$ cat src/rtl/ds3_mnt_pkg.sv
// Shared types for the DS3 maintenance signal inserter.
// Assumes a two-bit mode code at the block edge; code 3 is unused and behaves as normal.
package ds3_mnt_pkg;

    typedef enum logic [1:0] {
        MD_NORMAL = 2'b00,
        MD_AIS    = 2'b01,
        MD_IDLE   = 2'b10
    } mode_e;

    typedef enum logic [2:0] {
        OH_PAY = 3'd0,
        OH_X   = 3'd1,
        OH_P   = 3'd2,
        OH_M   = 3'd3,
        OH_F   = 3'd4,
        OH_C   = 3'd5
    } bit_cls_e;

    // Map the raw mode pins onto a legal mode; the unused code falls back to normal.
    function automatic mode_e decode_mode(input logic [1:0] raw);
        case (raw)
            2'b01:   return MD_AIS;
            2'b10:   return MD_IDLE;
            default: return MD_NORMAL;
        endcase
    endfunction

endpackage

$ cat src/rtl/ds3_frame_locator.sv
// Tracks the bit position inside a DS3 M-frame using three nested counters
// (bit in block, block in subframe, subframe in frame) and classifies the current bit.
// Assumes frame_start is only meaningful together with bit_en; outputs describe the
// bit presented this cycle (combinational from the registered position).
module ds3_frame_locator
    import ds3_mnt_pkg::*;
#(
    parameter int BLOCK_BITS = 85,
    parameter int BLOCKS     = 8,
    parameter int SUBFRAMES  = 7
) (
    input  logic     clk,
    input  logic     rst_n,
    input  logic     bit_en,
    input  logic     frame_start,
    output bit_cls_e cls,
    output logic     f_val,
    output logic     m_val,
    output logic     cp_zone,
    output logic     first
);

    localparam int BW = $clog2(BLOCK_BITS);
    localparam int KW = $clog2(BLOCKS);
    localparam int SW = $clog2(SUBFRAMES);
    localparam logic [BW-1:0] BIT_LAST = BW'(BLOCK_BITS - 1);
    localparam logic [KW-1:0] BLK_LAST = KW'(BLOCKS - 1);
    localparam logic [SW-1:0] SUB_LAST = SW'(SUBFRAMES - 1);

    logic [BW-1:0] bit_q, bit_e;
    logic [KW-1:0] blk_q, blk_e;
    logic [SW-1:0] sub_q, sub_e;

    // Effective position: a start strobe forces position zero for this bit.
    always_comb begin
        bit_e = frame_start ? '0 : bit_q;
        blk_e = frame_start ? '0 : blk_q;
        sub_e = frame_start ? '0 : sub_q;
    end

    // Advance the nested position counters on every enabled bit.
    always_ff @(posedge clk) begin
        if (!rst_n) begin
            bit_q <= '0;
            blk_q <= '0;
            sub_q <= '0;
        end else if (bit_en) begin
            if (bit_e == BIT_LAST) begin
                bit_q <= '0;
                if (blk_e == BLK_LAST) begin
                    blk_q <= '0;
                    sub_q <= (sub_e == SUB_LAST) ? '0 : sub_e + 1'b1;
                end else begin
                    blk_q <= blk_e + 1'b1;
                    sub_q <= sub_e;
                end
            end else begin
                bit_q <= bit_e + 1'b1;
                blk_q <= blk_e;
                sub_q <= sub_e;
            end
        end
    end

    // Classify the current bit from its block and subframe.
    always_comb begin
        if (bit_e != '0)
            cls = OH_PAY;
        else if (blk_e[0])
            cls = OH_F;
        else if (blk_e != '0)
            cls = OH_C;
        else if (sub_e < SW'(2))
            cls = OH_X;
        else if (sub_e < SW'(4))
            cls = OH_P;
        else
            cls = OH_M;
    end

    // Per-position fixed values and flags.
    always_comb begin
        f_val   = (blk_e == KW'(1)) || (blk_e == BLK_LAST);
        m_val   = (sub_e == SW'(5));
        cp_zone = (sub_e == SW'(2));
        first   = (bit_e == '0) && (blk_e == '0) && (sub_e == '0);
    end

endmodule

$ cat src/rtl/ds3_fill_pattern.sv
// Generates the two maintenance payload patterns from a shared phase counter.
// The phase restarts on the first bit of each frame and advances on payload bits only,
// so the first payload bit of every frame is 1 in both patterns.
module ds3_fill_pattern #(
    parameter int PHASE_W = 2
) (
    input  logic clk,
    input  logic rst_n,
    input  logic bit_en,
    input  logic first,
    input  logic is_pay,
    output logic ais_bit,
    output logic idle_bit
);

    logic [PHASE_W-1:0] phase_q;

    // Restart at frame start, step once per payload bit.
    always_ff @(posedge clk) begin
        if (!rst_n)
            phase_q <= '0;
        else if (bit_en) begin
            if (first)
                phase_q <= '0;
            else if (is_pay)
                phase_q <= phase_q + 1'b1;
        end
    end

    // AIS alternates every bit, idle every second bit; both start at 1.
    always_comb begin
        ais_bit  = ~phase_q[0];
        idle_bit = ~phase_q[1];
    end

endmodule

$ cat src/rtl/ds3_mnt_mux.sv
// Chooses the outgoing bit from the mode in effect and the class of the current bit.
// Purely combinational; assumes the classification and pattern bits refer to the same bit.
module ds3_mnt_mux
    import ds3_mnt_pkg::*;
(
    input  mode_e    md,
    input  bit_cls_e cls,
    input  logic     din,
    input  logic     f_val,
    input  logic     m_val,
    input  logic     cp_zone,
    input  logic     ais_bit,
    input  logic     idle_bit,
    output logic     bit_out
);

    // Substitute forced values per class; P bits and normal traffic pass through.
    always_comb begin
        bit_out = din;
        if (md != MD_NORMAL) begin
            case (cls)
                OH_PAY:  bit_out = (md == MD_AIS) ? ais_bit : idle_bit;
                OH_X:    bit_out = 1'b1;
                OH_F:    bit_out = f_val;
                OH_M:    bit_out = m_val;
                OH_C:    bit_out = (md == MD_AIS || cp_zone) ? 1'b0 : din;
                default: bit_out = din;
            endcase
        end
    end

endmodule

$ cat src/rtl/ds3_maint_inserter.sv
// Top of the DS3 maintenance signal inserter. Latches the mode at each frame start,
// selects the outgoing bit and registers it with its valid flag.
// Assumes the upstream stream carries correct P bits and pulses frame_start with bit_en.
module ds3_maint_inserter
    import ds3_mnt_pkg::*;
#(
    parameter int BLOCK_BITS = 85,
    parameter int BLOCKS     = 8,
    parameter int SUBFRAMES  = 7
) (
    input  logic       clk,
    input  logic       rst_n,
    input  logic       bit_en,
    input  logic       frame_start,
    input  logic       din,
    input  logic [1:0] mode,
    output logic       dout,
    output logic       dout_vld
);

    bit_cls_e loc_cls;
    logic     loc_f, loc_m, loc_cp, loc_first;
    logic     pat_ais, pat_idle, mux_bit;
    mode_e    held_mode, cur_mode;

    ds3_frame_locator #(
        .BLOCK_BITS(BLOCK_BITS),
        .BLOCKS    (BLOCKS),
        .SUBFRAMES (SUBFRAMES)
    ) u_loc (
        .clk        (clk),
        .rst_n      (rst_n),
        .bit_en     (bit_en),
        .frame_start(frame_start),
        .cls        (loc_cls),
        .f_val      (loc_f),
        .m_val      (loc_m),
        .cp_zone    (loc_cp),
        .first      (loc_first)
    );

    ds3_fill_pattern #(.PHASE_W(2)) u_pat (
        .clk     (clk),
        .rst_n   (rst_n),
        .bit_en  (bit_en),
        .first   (loc_first),
        .is_pay  (loc_cls == OH_PAY),
        .ais_bit (pat_ais),
        .idle_bit(pat_idle)
    );

    // Mode for this bit: freshly sampled on the first bit, otherwise the held one.
    always_comb cur_mode = loc_first ? decode_mode(mode) : held_mode;

    // Hold the mode for the rest of the frame.
    always_ff @(posedge clk) begin
        if (!rst_n)
            held_mode <= MD_NORMAL;
        else if (bit_en && loc_first)
            held_mode <= cur_mode;
    end

    ds3_mnt_mux u_mux (
        .md      (cur_mode),
        .cls     (loc_cls),
        .din     (din),
        .f_val   (loc_f),
        .m_val   (loc_m),
        .cp_zone (loc_cp),
        .ais_bit (pat_ais),
        .idle_bit(pat_idle),
        .bit_out (mux_bit)
    );

    // Register the output bit and its valid flag.
    always_ff @(posedge clk) begin
        if (!rst_n) begin
            dout     <= 1'b0;
            dout_vld <= 1'b0;
        end else begin
            dout_vld <= bit_en;
            if (bit_en)
                dout <= mux_bit;
        end
    end

endmodule

$ cat config.mk
export PLATFORM = sky130hd
export DESIGN_NAME = ds3_maint_inserter
export DESIGN_NICKNAME = d
export VERILOG_FILES = /design/src/rtl/ds3_mnt_pkg.sv /design/src/rtl/ds3_frame_locator.sv /design/src/rtl/ds3_fill_pattern.sv /design/src/rtl/ds3_mnt_mux.sv /design/src/rtl/ds3_maint_inserter.sv
export SDC_FILE = /design/constraint.sdc
export NUM_CORES = 1
export LEC_CHECK = 0
export BUFFER_PORTS_ARGS = -buffer_cell sky130_fd_sc_hd__clkbuf_2
export CORE_MARGIN = 4
export CORE_UTILIZATION = 40
export DETAILED_ROUTE_END_ITERATION = 12
export SETUP_SLACK_MARGIN = 0.3
export SYNTH_ARGS = -nofsm -noshare
export SYNTH_HDL_FRONTEND = slang
export SYNTH_SLANG_ARGS = --single-unit
$ cat constraint.sdc
create_clock -name clk -period 3.9 [get_ports clk]
set_input_delay 0.585 -clock clk [delete_from_list [all_inputs] [get_ports clk]]
set_output_delay 0.585 -clock clk [all_outputs]
set_load 0.05 [all_outputs]
==> flow_metrics.env <==
export IMPL_place_hpwl_um=1960
export IMPL_syn2layout_area_growth_pct=5.39
export IMPL_critical_path_arrival_ns=2.58
export IMPL_clk_latency_ns=0.30
export IMPL_yosys_warnings=0
export IMPL_wirelength_um=2630
export IMPL_cts_resized=0
export IMPL_post_cts_setup_buffer_count=0
export IMPL_critical_path_slowest_cell="nor3_2"
export IMPL_finalClockSkew_ns=0.00608
export IMPL_die_x_um=64.5
export IMPL_maxSlewViolCount=0
export IMPL_synth_most_common_cell="dfxtp_1"
export IMPL_ys_top_cells_by_area="dfxtp_1, nor2b_1, ha_1"
export IMPL_diodes=0
export IMPL_io_buffers=8
export IMPL_fin_nets=171
export IMPL_ys_flop_type="dfxtp_1"
export IMPL_drc=0
export IMPL_critPathRequiredTime_ns=4.09
export IMPL_worst_path_max_fanout=13
export IMPL_postRouteAntennaNets=0
export IMPL_grt_pass1_vias=1069
export IMPL_syn_inst=152
export IMPL_hold_buffers=0
export IMPL_synth_edf_count=0
export IMPL_relSlewSlack=0.569
export IMPL_top_usage_layer="met2"
export IMPL_power_density_nw_per_um2=258
export IMPL_ys_top_cells_by_count="dfxtp_1, nand2_1, nor2b_1"
export IMPL_grt_pass1_wl_um=4830
export IMPL_synth_cell_area_um2=1280
export IMPL_yosysTopAreaCell="dfxtp_1"
export IMPL_firstDrtPassIters=4
export IMPL_grtUsageMet1=0.187
export IMPL_gr_total_overflow=0
export IMPL_ys_async_sr_fraction=0
export IMPL_regArea_um2=380
export IMPL_cp_cell_sequence="clkbuf_2 > inv_1 > nand2_1 > ha_1 > nand3_1 > nor3_2 > or2_2 > nand2_1 > a32oi_1 > nor2b_1"
export IMPL_synth_area_per_cell_um2=8.40
export IMPL_cts_sink_count=19
export IMPL_fin_crit_sh=0.613
export IMPL_multiInputGateArea_um2=815
export IMPL_rsz0062_at_grt="no"
export IMPL_final_util=0.441
export IMPL_grt_usage=0.144
export IMPL_crit_path_end_kind="flop"
export IMPL_slowest_delay_ns=0.45
export IMPL_core_um2=3050
export IMPL_num_rows=20
export IMPL_hp_class="reg -> reg"
export IMPL_tns_ns=0
export IMPL_fillers=321
export IMPL_crit_family="simple AND/OR/NAND/NOR gates"
export IMPL_avgRoutedWirePerCell_um=13.1
export IMPL_ys_seq_area_frac=0.298
export IMPL_synth_top_area_frac=0.298
export IMPL_status="finished clean"
export IMPL_critPathBufInv=2
export IMPL_h_tree_depth=1
export IMPL_clk_pin_slew_ns=0.10
export IMPL_use_met3=0.0381
export IMPL_ir_drop_v=0.000176
export IMPL_cts_tree="yes"
export IMPL_drv_cap=0
export IMPL_p_leak_uw=0.000562
export IMPL_worst_pin_slew_ns=0.640
export IMPL_grt_max_degree=30
export IMPL_cts_root_buf="clkbuf_4"
export IMPL_antenna_found_initial=0
export IMPL_die_h_um=64.5
export IMPL_start_util=0.418
export IMPL_gp_congestion=0.919
export IMPL_fmax_mhz=418
export IMPL_dr_first_iter_drc_count=68
export IMPL_period_minus_slack_ns=2.39
export IMPL_start_kind="input pin"
export IMPL_syn_nets=165
export IMPL_ys_ff_latch=19
export IMPL_ioPinCount=9
export IMPL_setup_viol=0
export IMPL_crit_top_cell="nand2_1"
export IMPL_via_count=1091
export IMPL_clk_path_buf_depth=2
export IMPL_synthDistinctLibCells=43
export IMPL_numCtsBuffers=3
export IMPL_hold_viol=0
export IMPL_die_area_um2=4160
export IMPL_via_per_inst=5.43
export IMPL_critical_path_class="in -> reg"
export IMPL_grt_use_met2=0.238
export IMPL_drive_gt1_frac=0.153
cells by family (layout without fill, tap and decap cells):
kind of cell,after synthesis,count (layout),synth area share
compound gates,38,38,0.229
fa+ha+maj,6,6,0.0588
flops,19,19,0.298
buf+inv,15,20,0.0646
simple gates,68,68,0.302
mux,6,6,0.0480
routing by layer:
| metal | part of all wire | vias to the layer above |
|---|---|---|
| met2 | 0.46 | 23 |
| li1 | - | 553 |
| met1 | 0.49 | 511 |
| met5 | 0 | - |
| met3 | 0.040 | 4 |
| met4 | 0.0080 | 0 |
worst paths after layout:
path / cells past startpoint / from / end / slack, ns
worst max-delay path: 10 / frame_start / u_loc.blk_q[1]$_SDFFE_PN0P_ / 1.51
worst min-delay path: 2 / u_pat.phase_q[0]$_SDFFE_PN0P_ / u_pat.phase_q[0]$_SDFFE_PN0P_ / 0.51
worst max register to register: 10 / u_loc.bit_q[0]$_SDFFE_PN0P_ / u_loc.blk_q[1]$_SDFFE_PN0P_ / 1.78
worst min register to register: 2 / u_pat.phase_q[0]$_SDFFE_PN0P_ / u_pat.phase_q[0]$_SDFFE_PN0P_ / 0.51
worst register-to-register path, stage by stage, from the launching register on:
cell and delay, ns:
dfxtp_1 0.33, inv_1 0.07, nor2_1 0.06, inv_1 0.08
ha_1 0.23, nand3_1 0.11, nor3_2 0.45, or2_2 0.29
nand2_1 0.11, a32oi_1 0.21, nor2b_1 0.07
area by class of cell:
| cell class | count | share of cell area |
|---|---|---|
| Multi-Input combinational cell | 118 | 0.605 |
| Tap cell | 44 | 0.0409 |
| Inverter | 8 | 0.0223 |
| Sequential cell | 19 | 0.283 |
| Clock buffer | 4 | 0.0195 |
| Timing Repair Buffer | 8 | 0.0297 |
power breakdown:
| group | switching, uW | leakage [uW] | internal (uW) |
|---|---|---|---|
| sequential | 2.16 | 0.000154 | 198 |
| combinational | 30.6 | 0.000393 | 17.8 |
| clock | 59.6 | 0.0000150 | 39.8 |
through the flow:
| step | total power (uW) | cells | area, um2 | setup slack, ns | hold WS, ns |
|---|---|---|---|---|---|
| after floorplan | 243 | 152 | 1280 | 1.70 | 0.473 |
| after global placement | 252 | 197 | 1320 | 1.27 | 0.495 |
| after CTS | 354 | 201 | 1350 | 1.52 | 0.519 |
| after global routing | 369 | 201 | 1350 | 1.26 | 0.568 |
| after detailed placement | 253 | 197 | 1320 | 1.19 | 0.502 |
| final | 348 | 201 | 1350 | 1.51 | 0.511 |
placed cells by master (no fill, tap or decap), types with 2 or more instances in the layout:
| cell type | synthesis | routed |
|---|---|---|
| nor2b_1 | 17 | 17 |
| nor3_1 | 5 | 5 |
| a21boi_0 | 3 | 3 |
| nand2_1 | 17 | 17 |
| clkbuf_4 | 0 | 3 |
| nand3_1 | 4 | 4 |
| inv_1 | 8 | 8 |
| ha_1 | 6 | 6 |
| dfxtp_1 | 19 | 19 |
| a32oi_1 | 4 | 4 |
| and2_1 | 2 | 2 |
| clkbuf_2 | 0 | 8 |
| o21ai_0 | 8 | 8 |
| a21oi_1 | 4 | 4 |
| and3_1 | 3 | 3 |
| nor2_1 | 6 | 6 |
| mux2i_1 | 5 | 5 |
| a21o_2 | 2 | 2 |
| or2_2 | 3 | 3 |
| a31oi_1 | 5 | 5 |
| a22oi_1 | 2 | 2 |
| nor3b_1 | 2 | 2 |
sequential cells by signal (all words and copies together) (netlist names):
name and count:
held_mode 2, dout 1, u_pat.phase_q 2, dout_vld 1
u_loc.bit_q 7, u_loc.blk_q 3, u_loc.sub_q 3
No activity file was read; power rests on OpenSTA's default activity.
